<file path="src/rtl/tmr_pkg.sv">
package tmr_pkg;
  localparam int ADDR_W = 3;

  localparam logic [ADDR_W-1:0] A_CTRL   = 3'd0;
  localparam logic [ADDR_W-1:0] A_LO     = 3'd1;
  localparam logic [ADDR_W-1:0] A_HI     = 3'd2;
  localparam logic [ADDR_W-1:0] A_COUNT  = 3'd3;
  localparam logic [ADDR_W-1:0] A_STATUS = 3'd4;
  localparam logic [ADDR_W-1:0] A_ACK    = 3'd5;

  localparam int CTRL_W = 4;

  typedef struct packed {
    logic toggle;
    logic mask;
    logic reload;
    logic run;
  } ctrl_t;
endpackage

</file>
<file path="src/rtl/tmr_rst_sync.sv">
module tmr_rst_sync #(
  parameter int STAGES = 2
) (
  input  logic clk,
  input  logic rst_n,
  output logic rst_sync_n
);
  logic [STAGES-1:0] chain_q;

  always_ff @(posedge clk or negedge rst_n) begin
    if (!rst_n) chain_q <= '0;
    else        chain_q <= {chain_q[STAGES-2:0], 1'b1};
  end

  assign rst_sync_n = chain_q[STAGES-1];
endmodule

</file>
<file path="src/rtl/tmr_regs.sv">
module tmr_regs
  import tmr_pkg::*;
#(
  parameter int CNT_W = 32
) (
  input  logic              clk,
  input  logic              rst_n,
  input  logic              wr_en,
  input  logic              rd_en,
  input  logic [ADDR_W-1:0] addr,
  input  logic [CNT_W-1:0]  wdata,
  input  logic [CNT_W-1:0]  count,
  input  logic              flag,
  input  logic              irq,
  output ctrl_t             ctrl,
  output logic [CNT_W-1:0]  lo_reload,
  output logic [CNT_W-1:0]  hi_reload,
  output logic              start,
  output logic              halt,
  output logic              ack,
  output logic [CNT_W-1:0]  rdata
);
  ctrl_t            ctrl_q, ctrl_d;
  logic [CNT_W-1:0] lo_q, lo_d, hi_q, hi_d, rd_q, rd_d;
  logic             ctrl_we, lo_we, hi_we;

  assign ctrl_we = wr_en && (addr == A_CTRL);
  assign lo_we   = wr_en && (addr == A_LO);
  assign hi_we   = wr_en && (addr == A_HI);

  assign start = ctrl_we &&  wdata[0] && !ctrl_q.run;
  assign halt  = ctrl_we && !wdata[0] &&  ctrl_q.run;
  assign ack   = rd_en && (addr == A_ACK);

  always_comb begin
    ctrl_d = ctrl_q;
    lo_d   = lo_q;
    hi_d   = hi_q;
    if (ctrl_we) ctrl_d = ctrl_t'(wdata[CTRL_W-1:0]);
    if (lo_we)   lo_d   = wdata;
    if (hi_we)   hi_d   = wdata;
  end

  always_comb begin
    rd_d = '0;
    unique case (addr)
      A_CTRL:   rd_d[CTRL_W-1:0] = ctrl_q;
      A_LO:     rd_d = lo_q;
      A_HI:     rd_d = hi_q;
      A_COUNT:  rd_d = count;
      A_STATUS: rd_d[1:0] = {irq, flag};
      A_ACK:    rd_d[0] = flag;
      default:  rd_d = '0;
    endcase
  end

  always_ff @(posedge clk or negedge rst_n) begin
    if (!rst_n) begin
      ctrl_q <= '0;
      lo_q   <= '0;
      hi_q   <= '0;
      rd_q   <= '0;
    end else begin
      if (ctrl_we) ctrl_q <= ctrl_d;
      if (lo_we)   lo_q   <= lo_d;
      if (hi_we)   hi_q   <= hi_d;
      if (rd_en)   rd_q   <= rd_d;
    end
  end

  assign ctrl      = ctrl_q;
  assign lo_reload = lo_q;
  assign hi_reload = hi_q;
  assign rdata     = rd_q;
endmodule

</file>
<file path="src/rtl/tmr_counter.sv">
module tmr_counter #(
  parameter int CNT_W = 32
) (
  input  logic             clk,
  input  logic             rst_n,
  input  logic             run,
  input  logic             reload_mode,
  input  logic             toggle_mode,
  input  logic             start,
  input  logic             halt,
  input  logic [CNT_W-1:0] lo_reload,
  input  logic [CNT_W-1:0] hi_reload,
  output logic [CNT_W-1:0] count,
  output logic             phase,
  output logic             expire
);
  logic [CNT_W-1:0] cnt_q, cnt_d;
  logic             ph_q, ph_d;
  logic             go, cnt_en, at_zero;

  assign go      = run && !halt;
  assign cnt_en  = start || go;
  assign at_zero = (cnt_q == '0);

  always_comb begin
    cnt_d  = cnt_q;
    ph_d   = ph_q;
    expire = 1'b0;
    if (start) begin
      cnt_d = lo_reload;
      ph_d  = 1'b0;
    end else if (!go) begin
      ph_d  = 1'b0;
    end else if (at_zero) begin
      expire = 1'b1;
      if (toggle_mode) ph_d = !ph_q;
      if (reload_mode) cnt_d = (toggle_mode && !ph_q) ? hi_reload : lo_reload;
      else             cnt_d = cnt_q - 1'b1;
    end else begin
      cnt_d = cnt_q - 1'b1;
    end
  end

  always_ff @(posedge clk or negedge rst_n) begin
    if (!rst_n) begin
      cnt_q <= '0;
      ph_q  <= 1'b0;
    end else begin
      if (cnt_en) cnt_q <= cnt_d;
      ph_q <= ph_d;
    end
  end

  assign count = cnt_q;
  assign phase = ph_q;
endmodule

</file>
<file path="src/rtl/tmr_irq.sv">
module tmr_irq (
  input  logic clk,
  input  logic rst_n,
  input  logic expire,
  input  logic ack,
  input  logic mask,
  output logic flag,
  output logic irq
);
  logic flag_q, flag_d, flag_en;

  assign flag_en = expire || ack;

  always_comb begin
    flag_d = flag_q;
    if (expire)   flag_d = 1'b1;
    else if (ack) flag_d = 1'b0;
  end

  always_ff @(posedge clk or negedge rst_n) begin
    if (!rst_n)       flag_q <= 1'b0;
    else if (flag_en) flag_q <= flag_d;
  end

  assign flag = flag_q;
  assign irq  = flag_q && !mask;
endmodule

</file>
<file path="src/rtl/dual_reload_pwm_timer.sv">
module dual_reload_pwm_timer
  import tmr_pkg::*;
#(
  parameter int CNT_W = 32
) (
  input  logic              clk,
  input  logic              rst_n,
  input  logic              wr_en,
  input  logic              rd_en,
  input  logic [ADDR_W-1:0] addr,
  input  logic [CNT_W-1:0]  wdata,
  output logic [CNT_W-1:0]  rdata,
  output logic              pwm_out,
  output logic              irq
);
  logic             core_rst_n;
  ctrl_t            ctrl;
  logic [CNT_W-1:0] lo_reload, hi_reload, count;
  logic             start, halt, ack, phase, expire, flag;

  tmr_rst_sync #(.STAGES(2)) u_rst (
    .clk(clk), .rst_n(rst_n), .rst_sync_n(core_rst_n)
  );

  tmr_regs #(.CNT_W(CNT_W)) u_regs (
    .clk(clk), .rst_n(core_rst_n), .wr_en(wr_en), .rd_en(rd_en),
    .addr(addr), .wdata(wdata), .count(count), .flag(flag), .irq(irq),
    .ctrl(ctrl), .lo_reload(lo_reload), .hi_reload(hi_reload),
    .start(start), .halt(halt), .ack(ack), .rdata(rdata)
  );

  tmr_counter #(.CNT_W(CNT_W)) u_cnt (
    .clk(clk), .rst_n(core_rst_n), .run(ctrl.run),
    .reload_mode(ctrl.reload), .toggle_mode(ctrl.toggle),
    .start(start), .halt(halt), .lo_reload(lo_reload),
    .hi_reload(hi_reload), .count(count), .phase(phase), .expire(expire)
  );

  tmr_irq u_irq (
    .clk(clk), .rst_n(core_rst_n), .expire(expire), .ack(ack),
    .mask(ctrl.mask), .flag(flag), .irq(irq)
  );

  assign pwm_out = phase && ctrl.toggle && ctrl.run;
endmodule

</file>
<file path="config.mk">
export PLATFORM = sky130hd
export DESIGN_NAME = dual_reload_pwm_timer
export DESIGN_NICKNAME = d
export VERILOG_FILES = /design/src/rtl/tmr_pkg.sv /design/src/rtl/tmr_rst_sync.sv /design/src/rtl/tmr_regs.sv /design/src/rtl/tmr_counter.sv /design/src/rtl/tmr_irq.sv /design/src/rtl/dual_reload_pwm_timer.sv
export SDC_FILE = /design/constraint.sdc
export NUM_CORES = 1
export LEC_CHECK = 0
export BUFFER_PORTS_ARGS = -buffer_cell sky130_fd_sc_hd__buf_2
export CAP_MARGIN = 20
export CORE_ASPECT_RATIO = 2
export CORE_MARGIN = 2
export CORE_UTILIZATION = 45
export CTS_BUF_LIST = sky130_fd_sc_hd__clkbuf_16
export DETAILED_ROUTE_END_ITERATION = 10
export PLACE_DENSITY = 0.74
export SKIP_CTS_REPAIR_TIMING = 1
export SLEW_MARGIN = 10
export SYNTH_ARGS = -nofsm -noshare
export SYNTH_HDL_FRONTEND = slang
export SYNTH_HIERARCHICAL = 1
export SYNTH_SLANG_ARGS = --single-unit
</file>
<file path="constraint.sdc">
create_clock -name clk -period 9.35 [get_ports clk]
set_input_delay 0.935 -clock clk [delete_from_list [all_inputs] [get_ports clk]]
set_output_delay 0.935 -clock clk [all_outputs]
set_load 0.02 [all_outputs]
</file>
==> impl_metrics.tcl <==
set metrics [dict create \
    status "complete, no violations" \
    crit_type "in -> reg" \
    port_buffers 72 \
    drt-pass1-iter-count 5 \
    yosys-top-cells-count "dfrtp_1, mux2_2, nand2_1" \
    routed_wl_mm 19.4 \
    drt_iter0_drc 346 \
    whs_ns 0.282 \
    synth_nets 755 \
    drv_cap 0 \
    finalHoldViolations 0 \
    period_needed_ns 3.62 \
    start_util 0.461 \
    multi_input_area_mm2 0.00368 \
    end_kind "flop" \
    tightestPinTransition_ns 1.14 \
    die_w_um 95.3 \
    grt_pass1_wl_mm 31.4 \
    startpoint "addr[1]" \
    synthArstFlopShare 1.00 \
    grt_pass1_vias 6119 \
    drc 0 \
    crit_arrival_ns 3.93 \
    path_clk_slew_ns 0.06 \
    wl_per_cell_um 19.8 \
    synth_top_flop_cell "dfrtp_1" \
    r2r_start "u_cnt/count[0]" \
    slew_viol_final 0 \
    synth_edf_count 0 \
    synth-seq-area-share 0.454 \
    fin_tns_setup_ns 0 \
    synth_cells 715 \
    fin_crit_sh 0.387 \
    worstSkewPairLatency_ns 0.43 \
    power_density_mw_per_mm2 266 \
    num_vias 5851 \
    gr-total-overflow 0 \
    dieArea_mm2 0.0178 \
    synth_top_area_frac 0.454 \
    dp_hpwl_mm 12.8 \
    antenna_found_initial 0 \
    setup-violations-final 0 \
    n_antenna_cell 0 \
    synth_cell_types 59 \
    regToRegSetupSlack_ns 6.02 \
    fill_cells 1441 \
    yosys_register_bits 136 \
    worst-endpoint-required_ns 9.66 \
    area_growth_pct 13.1 \
    ys_warn_count 6 \
    vias_per_cell 5.98 \
    drive_gt1_frac 0.310 \
    fin_ws_ns 5.73 \
    start_kind "input pin" \
    clock_skew_ns 0.00796 \
    register_area_mm2 0.00341 \
    rsz0062_at_grt "no" \
    fp-row-count 66 \
    cts_made_buffers 17 \
    fmax_mhz 276 \
    endpoint "u_regs/hi_reload[9]" \
    syn_area_per_cell_um2 10.5 \
    hp-class "in -> async" \
    grt_max_degree 71 \
    synth.area.top_cells "dfrtp_1, mux2_2, a22oi_1" \
    io_pins 73 \
    htreeDepth 4 \
    synth_top_area_cell "dfrtp_1" \
    peakVddDrop_mv 0.104 \
    core_mm2 0.0163 \
    cts_root_buf "clkbuf_16" \
    reg2reg_to "u_cnt/count[7]" \
    chipHeight_um 187 \
    path_max_fanout 39 \
    yosysMostFrequentCell "dfrtp_1" \
    clock_sinks 136 \
    max_slew_margin 0.242 \
    syn_area_mm2 0.00750 \
    ant_nets 0 \
    place_ws_ns 5.28 \
    cts_tree "built" \
    rr_worst_depth 7 \
    grt_util_all_layers 0.230 \
    p_leak_nw 3.70 \
    cts_max_path_buffers 2 \
    nNetsFinal 802 \
    globalplace.congestion 0.854 \
]
cell families (layout without fill, tap and decap cells):
logic type / Yosys count / in the layout / share of synthesized area
simple gates: 180 / 180 / 0.127
compound gates: 150 / 150 / 0.130
flops: 136 / 136 / 0.454
mux: 132 / 132 / 0.202
buf+inv: 91 / 151 / 0.0567
xor+xnor: 24 / 24 / 0.0280
fa+ha+maj: 1 / 1 / 0.00167
other cells: 1 / 1 / 0.000500
stage by stage:
| stage | instance area [um2] | total power [mW] | std cells | util |
|---|---|---|---|---|
| after global placement | 7920 | 1.58 | 947 | 0.487 |
| final | 8490 | 2.26 | 979 | 0.522 |
| after detailed placement | 7920 | 1.60 | 947 | 0.487 |
| after global routing | 8490 | 2.38 | 979 | 0.522 |
| after CTS | 8490 | 2.27 | 979 | 0.522 |
| after floorplan | 7500 | 1.40 | 715 | - |
sequential cells by signal, summed over array words and instances, names as in the netlist:
name	count
u_cnt/count	32
u_cnt/phase	1
u_irq/flag	1
u_regs/ctrl	4
u_regs/hi_reload	32
u_regs/lo_reload	32
u_regs/rdata	32
u_rst/chain_q	2
cells in the final DEF, fill, tap and decap left out, types with 3 or more instances in the layout:
master     synthesis  routed
or3_1             10      10
a31oi_1           12      12
a211o_1            6       6
nor3_1            16      16
xor2_1             6       6
a22oi_1           28      28
dfrtp_1          136     135
nor4_1            19      19
a211oi_1           7       7
xnor2_1           18      18
o22ai_1           28      28
bufinv_16          0       3
inv_1             37      41
buf_4              5      10
nand2b_1           6       6
mux2_2           113     113
nor2_1            30      30
buf_2              9      72
nand2_1           52      52
nor2b_1            6       4
mux4_2             4       4
nand3_1           14      14
a21oi_1           13      13
o31a_1             3       3
mux2_1             3       3
clkinv_2           0       5
a31o_2             3       3
clkbuf_16          0      17
mux2i_1           12      12
o31ai_1            8       8
nand4_1            4       4
o21ai_0           34      34
worst min-delay path by stage:
stage                           startpoint                to  cells past startpoint
after floorplan           u_rst/chain_q[0]  u_rst/chain_q[1]                      0
after global placement    u_rst/chain_q[0]  u_rst/chain_q[1]                      0
after detailed placement  u_rst/chain_q[0]  u_rst/chain_q[1]                      0
after CTS                            rst_n  u_rst/chain_q[1]                      1
after global routing                 rst_n  u_rst/chain_q[1]                      1
final                                rst_n  u_rst/chain_q[1]                      1
power by group:
part / switching (mW) / internal, mW / total (mW)
Sequential: 0.178 / 0.728 / 0.906
Combinational: 0.371 / 0.330 / 0.701
Clock: 0.244 / 0.410 / 0.653
Total: 0.792 / 1.47 / 2.26
worst max-delay path, cell delays in order:
cell and delay, ns:
buf_2 0.73, nor2b_2 0.28, buf_4 0.36, nor2b_2 0.80
buf_4 0.41, mux2_2 0.38
cell type report:
| cell class | count | share of cell area |
|---|---|---|
| Inverter | 37 | 0.0164 |
| Clock buffer | 17 | 0.0501 |
| Sequential cell | 136 | 0.402 |
| Tap cell | 204 | 0.0301 |
| Multi-Input combinational cell | 488 | 0.434 |
| Clock inverter | 15 | 0.0171 |
| Timing Repair Buffer | 82 | 0.0513 |
layer usage:
metal,GRT usage,share of wire
met1,0.232,0.35
met4,0.135,0.051
met2,0.423,0.56
met5,0,0
met3,0.0416,0.035
Power figures use the tool's default switching activity.
